## config.mk

```make
export PLATFORM = sky130hd
export DESIGN_NAME = coh_cfg_regs
export DESIGN_NICKNAME = d
export VERILOG_FILES = /design/src/rtl/coh_cfg_regs_pkg.sv /design/src/rtl/coh_addr_dec.sv /design/src/rtl/coh_wr_mask.sv /design/src/rtl/coh_rd_mux.sv /design/src/rtl/coh_cfg_regs.sv
export SDC_FILE = /design/constraint.sdc
export NUM_CORES = 1
export LEC_CHECK = 0
export ABC_AREA = 1
export CORE_AREA = 2 2 104 106
export DETAILED_ROUTE_END_ITERATION = 12
export DIE_AREA = 0 0 106 108
export PLACE_DENSITY = 0.68
export REMOVE_ABC_BUFFERS = 1
export SYNTH_ARGS = -nofsm -noshare
export SYNTH_HDL_FRONTEND = slang
export SYNTH_SLANG_ARGS = --single-unit
```

## constraint.sdc

```tcl
create_clock -name clk -period 1.31 [get_ports clk]
set_input_delay 0.262 -clock clk [delete_from_list [all_inputs] [get_ports clk]]
set_output_delay 0.262 -clock clk [all_outputs]
set_load 0.005 [all_outputs]
```

## src/rtl/coh_cfg_regs_pkg.sv

```systemverilog
package coh_cfg_regs_pkg;

    localparam int DW    = 32;
    localparam int OFS_W = 8;

    typedef enum logic [1:0] {
        SEL_CTRL = 2'd0,
        SEL_CFG  = 2'd1,
        SEL_PWR  = 2'd2,
        SEL_NONE = 2'd3
    } reg_sel_e;

    typedef struct packed {
        logic          ctrl;
        logic [DW-1:0] pwr;
        logic [DW-1:0] rdata;
        logic          err;
    } bank_t;

    // Identification word: one presence bit per core from bit 4, count-1 in low bits.
    function automatic logic [DW-1:0] cfg_word(input int n);
        logic [DW-1:0] w;
        w = DW'(((1 << n) - 1) << 4) | DW'(n - 1);
        return w;
    endfunction

endpackage

```

## src/rtl/coh_addr_dec.sv

```systemverilog
module coh_addr_dec
    import coh_cfg_regs_pkg::*;
(
    input  logic [OFS_W-1:0] addr,
    output reg_sel_e         sel,
    output logic [1:0]       lane
);
    always_comb begin
        lane = addr[1:0];
        unique case (addr)
            8'h00:                      sel = SEL_CTRL;
            8'h04:                      sel = SEL_CFG;
            8'h08, 8'h09, 8'h0A, 8'h0B: sel = SEL_PWR;
            default:                    sel = SEL_NONE;
        endcase
    end
endmodule

```

## src/rtl/coh_wr_mask.sv

```systemverilog
module coh_wr_mask
    import coh_cfg_regs_pkg::*;
(
    input  logic [2:0]    size,
    input  logic [1:0]    lane,
    input  logic [DW-1:0] wdata,
    output logic          size_ok,
    output logic [DW-1:0] repl_mask,
    output logic [DW-1:0] repl_data
);
    logic [DW-1:0] base_mask;
    logic [4:0]    sh;

    always_comb begin
        size_ok = 1'b1;
        case (size)
            3'd1:    base_mask = DW'(32'h0000_00FF);
            3'd2:    base_mask = DW'(32'h0000_FFFF);
            3'd4:    base_mask = {DW{1'b1}};
            default: begin
                base_mask = '0;
                size_ok   = 1'b0;
            end
        endcase
        sh        = {lane, 3'b000};
        repl_mask = base_mask << sh;
        repl_data = (wdata & base_mask) << sh;
    end
endmodule

```

## src/rtl/coh_rd_mux.sv

```systemverilog
module coh_rd_mux
    import coh_cfg_regs_pkg::*;
(
    input  reg_sel_e      sel,
    input  logic [1:0]    lane,
    input  logic          ctrl,
    input  logic [DW-1:0] pwr,
    input  logic [DW-1:0] cfg,
    output logic [DW-1:0] rd_word
);
    always_comb begin
        case (sel)
            SEL_CTRL: rd_word = {{(DW-1){1'b0}}, ctrl};
            SEL_CFG:  rd_word = cfg;
            SEL_PWR:  rd_word = pwr >> {lane, 3'b000};
            default:  rd_word = '0;
        endcase
    end
endmodule

```

## src/rtl/coh_cfg_regs.sv

```systemverilog
module coh_cfg_regs
    import coh_cfg_regs_pkg::*;
#(
    parameter int NUM_CORES = 4
) (
    input  logic        clk,
    input  logic        rst_n,
    input  logic [7:0]  bus_addr,
    input  logic [2:0]  bus_size,
    input  logic        bus_wr,
    input  logic        bus_rd,
    input  logic [31:0] bus_wdata,
    output logic [31:0] bus_rdata,
    output logic        bus_err
);
    localparam logic [DW-1:0] CFG_WORD = cfg_word(NUM_CORES);

    reg_sel_e      sel;
    logic [1:0]    lane;
    logic          size_ok;
    logic [DW-1:0] repl_mask;
    logic [DW-1:0] repl_data;
    logic [DW-1:0] rd_word;
    bank_t         bank_d, bank_q;

    coh_addr_dec u_dec (
        .addr (bus_addr),
        .sel  (sel),
        .lane (lane)
    );

    coh_wr_mask u_mask (
        .size      (bus_size),
        .lane      (lane),
        .wdata     (bus_wdata),
        .size_ok   (size_ok),
        .repl_mask (repl_mask),
        .repl_data (repl_data)
    );

    coh_rd_mux u_mux (
        .sel     (sel),
        .lane    (lane),
        .ctrl    (bank_q.ctrl),
        .pwr     (bank_q.pwr),
        .cfg     (CFG_WORD),
        .rd_word (rd_word)
    );

    always_comb begin
        bank_d     = bank_q;
        bank_d.err = bus_wr & ~size_ok;
        if (bus_wr && size_ok) begin
            case (sel)
                SEL_CTRL: bank_d.ctrl = bus_wdata[0];
                SEL_PWR:  bank_d.pwr  = (bank_q.pwr & ~repl_mask) | repl_data;
                default:  ;
            endcase
        end
        if (bus_rd) begin
            bank_d.rdata = rd_word;
        end
    end

    always_ff @(posedge clk or negedge rst_n) begin
        if (!rst_n) begin
            bank_q <= '0;
        end else begin
            bank_q <= bank_d;
        end
    end

    assign bus_rdata = bank_q.rdata;
    assign bus_err   = bank_q.err;

    AST_ERR_CAUSE: assert property (@(posedge clk) disable iff (!rst_n)
        bus_err |-> $past(bus_wr && !size_ok));
    AST_BAD_SIZE_KEEPS: assert property (@(posedge clk) disable iff (!rst_n)
        (bus_wr && !size_ok) |=> ($stable(bank_q.pwr) && $stable(bank_q.ctrl)));
    AST_PWR_IDLE_HOLD: assert property (@(posedge clk) disable iff (!rst_n)
        !bus_wr |=> $stable(bank_q.pwr));
    AST_RDATA_HOLD: assert property (@(posedge clk) disable iff (!rst_n)
        !bus_rd |=> $stable(bus_rdata));
    AST_CFG_VALUE: assert property (@(posedge clk) disable iff (!rst_n)
        (bus_rd && bus_addr == 8'h04) |=> (bus_rdata == CFG_WORD));
    AST_UNMAPPED_ZERO: assert property (@(posedge clk) disable iff (!rst_n)
        (bus_rd && sel == SEL_NONE) |=> (bus_rdata == '0));
    AST_CTRL_UPPER_ZERO: assert property (@(posedge clk) disable iff (!rst_n)
        (bus_rd && bus_addr == 8'h00) |=> (bus_rdata[31:1] == '0));

endmodule

```

==> results.md <==
| Metric | Value | Unit |
|:---|:---|:---|
| Outcome | finished, final reports clean | - |
| Top-level I/O count | 80 | - |
| Beginning of the critical path | bus_rdata[2]$_DFFE_PN0P_ | - |
| Final critical path time including I/O delays and setup | 1.27 | ns |
| Die height | 108 | µm |
| Number of cells on the critical path | 1 | - |
| Setup skew after layout | 0.00625 | ns |
| Power per unit of standard cell area | 864 | nW/µm² |
| VDD IR max | 0.000539 | V |
| Vias in the first global route | 3,902 | - |
| Die outline area | 11,400 | µm² |
| Layout overhead on the synthesized area | 37.4 | % |
| Buffer type at the clock tree root | clkbuf_8 | - |
| Count of H-tree levels built during CTS | 3 | - |
| Reg clk slew, reported paths | 0.07 | ns |
| Hold Fails Final Rpt | 0 | - |
| Number of enable flip-flop cells after synthesis | 0 | - |
| Remaining design rule violation count | 0 | - |
| Dpl ws | -0.697 | ns |
| Setup violation total in the final timing report | 0 | - |
| Max Clock Freq | 788 | MHz |
| Max Slew Vio Count | 0 | - |
| All-Layer GR Usage | 22.2 | % |
| CTS Sinks | 66 | - |
| Number of rows in the core area | 37 | - |
| CTS Buf Count | 9 | - |
| Number of diodes | 0 | - |
| Port Buffer Count | 79 | - |
| Core area | 10,200 | µm² |
| Data arrival time of the worst path | 1.01 | ns |
| Crit path setup slack, layout | 0.0415 | ns |
| Worst-Skew Late Latency | 0.36 | ns |
| Destination of the worst register-to-register timing path | bus_rdata[6]$_DFFE_PN0P_ | - |
| Final-layout setup total negative slack | 0 | ns |
| Worst Setup EP | bus_rdata[2] | - |
| FF-to-FF setup slack | 0.18 | ns |
| Starting density of the core | 39.7 | % |
| Gate family responsible for the most delay along the worst path | flip-flops | - |
| Finished layout cell area | 5580 | µm² |
| Final net count | 716 | - |
| Routed WL per cell | 14.9 | µm |
| Cell accounting for the most synthesized area | dfrtp_1 | - |
| Hold Path Class | in2reg | - |
| Crit-path max FO | 2 | - |
| Setup crit start kind | register | - |
| Grt total ovfl | 0 | - |
| Total via count after detailed routing | 3,975 | - |
| Top FF cell, synth | dfrtp_1 | - |
| Post-synthesis sequential area ratio | 40.7 | % |
| Beginning of the worst register-to-register path | bank_q[63]$_DFFE_PN0P_ | - |
| Buffers plus inverters on the worst setup path | 1 | - |
| Total routed wirelength | 12,100 | µm |
| Share of cells above drive strength 1 | 25.0 | % |
| Number of register bits inferred by synthesis | 66 | - |
| Maximum number of pins on one net before global-route repair | 67 | - |
| Iter 0 DRT Violations | 243 | - |
| Maximum root-to-sink buffer count | 2 | - |
| Global placer's final weighted congestion | 0.948 | - |
| Overall power consumption | 0.00482 | W |
| Width of the chip | 106 | µm |
| Total iterations of the first detailed-routing run | 5 | - |
| Fin crit share | 96.8 | % |
| Per-instance average area after synthesis | 7.43 | µm² |
| Setup Crit Path Kind | reg2out | - |
| Half-perimeter wire length after detailed placement | 8900 | µm |
| Detail Route Antenna Nets | 0 | - |
| Delay of the slowest cell on the worst path | 0.39 | ns |
| # Max-Cap Violations | 0 | - |
| Dominant cells by area after synthesis | dfrtp_1 (41%), nand2_1 (18%), buf_4 (6.3%) | - |
| CTS tree | yes | - |
| Number of different library cells in the post-synthesis netlist | 32 | - |
| Yosys warns | 0 | - |
| Headroom to the max-slew limit | 75.8 | % |
| Netlist Area Pre-Place | 4060 | µm² |
| Leakage | 2.89 | nW |
| Ratio of routed vias to standard cells | 4.91 | - |
| Critical-path cell list | dlygate4sd2_1 | - |
| Number of antenna violations at the first check in global routing | 0 | - |
| Final cell utilization of the core | 54.5 | % |
| Worst Path Required | 1.05 | ns |
| First-pass GRT wire length | 19,600 | µm |
| Portion of synthesized cell area occupied by the leading cell type | 40.7 | % |
| Number of instances in the synthesized netlist | 547 | - |
| Critical path capture point type | output pin | - |
| Placed Area | 5160 | µm² |
| Worst Max-Slew Pin Slew | 0.362 | ns |
| Number of cells traversed by the worst register-to-register path | 6 | - |
| Slowest library cell on the worst path | dfrtp_1 | - |
| Share of synthesized registers carrying an async set or reset | 100 | % |
==> flip-flops by register name (all words and copies together), names as in the netlist <==
signal,cells
bank_q,33
bus_err,1
bus_rdata,32
==> synthesized netlist by cell type (3+ instances only) <==
cell type  instances
nor2_1            35
a21oi_1           11
nand2_1          191
nand3_1           49
buf_2             14
o21ai_0           43
nand3_2            7
nand4_1            3
o22ai_1            8
nand2_2            8
clkbuf_1           6
a22oi_1            3
dfrtp_1           66
inv_1             25
buf_6              3
nor2_2             3
nand3_4            3
o21ai_1            9
buf_4             34
nor2_4             4
o21ai_2            7
==> layout by cell type (no fill, tap or decap), drive strengths merged <==
master / count
nand2: 201
clkinvlp: 2
nand3b: 1
clkdlybuf4s15: 2
dlygate4sd2: 35
dfrtp: 66
o221ai: 2
o211ai: 1
nor2: 43
o21bai: 2
a22oi: 3
o21ai: 59
clkdlybuf4s50: 34
nand3: 59
buf: 89
clkbuf: 17
clkinv: 4
dlygate4sd3: 1
inv: 26
o22ai: 8
nor3: 2
a21oi: 11
nand4: 3
bufinv: 2
==> final cells by class <==
class	count	area, µm²
clock buffer	10	138
clock inverter	5	78.8
fill	997	4650
inverter	28	113
multi-input combinational	395	1980
sequential	66	1650
tap	136	170
timing repair buffer	168	1440
timing repair inverter	1	7.51
==> per-layer routing <==
layer | routed length [µm] | GRT usage (%) | share of wire (%) | up-vias
met5 | 0 | 0 | 0 | -
met2 | 5600 | 35.9 | 46 | 135
li1 | - | - | - | 1992
met4 | 302 | 9.87 | 2.5 | 0
met3 | 635 | 2.47 | 5.3 | 23
met1 | 5530 | 30.3 | 46 | 1825
==> timing repair <==
item                                    4_1_cts  5_1_grt
pin swaps                                    10       15
hold endpoints to repair                     66        0
hold buffers                                  1        0
cloned                                        0        1
endpoints found under the setup margin       98       55
setup buffers                                14        8
gates resized for setup                      55       45
==> tightest hold or removal path: stages <==
cell and delay (ns):
clkbuf_2 0.08, nor2_2 0.04, buf_4 0.12, nand3_1 0.12
nand2_1 0.06, nand2_1 0.05, nand2_1 0.04
==> kinds of logic (layout without fill, tap and decap cells) <==
logic type      count (synthesis)  in the layout  share of synthesized area (%)
flops                          66             66                           40.7
compound gates                 86             86                           12.0
buf+inv                        86            212                           12.5
simple gates                  309            309                           34.8
==> how the worst min path moves through the flow <==
| stage | to | from | slack, ns | cells past startpoint |
|---|---|---|---|---|
| 2_1_floorplan | bank_q[33]$_DFFE_PN0P_ | rst_n | -0.03 | 0 |
| 3_3_place_gp | bus_rdata[24]$_DFFE_PN0P_ | rst_n | 0.31 | 2 |
| 3_5_place_dp | bus_rdata[24]$_DFFE_PN0P_ | rst_n | 0.31 | 2 |
| 4_1_cts | bus_rdata[24]$_DFFE_PN0P_ | rst_n | 0.47 | 3 |
| 5_1_grt | bus_rdata[16]$_DFFE_PN0P_ | rst_n | 0.50 | 3 |
| 6_report | bus_rdata[7]$_DFFE_PN0P_ | bus_addr[5] | 0.45 | 7 |
==> power by group <==
part | switching (W) | leakage (nW) | internal, W
combinational | 0.000433 | 1.87 | 0.000358
clock | 0.000824 | 0.112 | 0.00111
sequential | 0.0000261 | 0.903 | 0.00207
total | 0.00128 | 2.89 | 0.00354
==> metrics by stage <==
stage	cells	hold WS, ns
floorplan	489	-0.0336
global placement	770	0.306
global route	809	0.500
detailed placement	770	0.312
CTS	800	0.466
finish	809	0.451
Note: power is estimated with default switching activity, not from simulation.
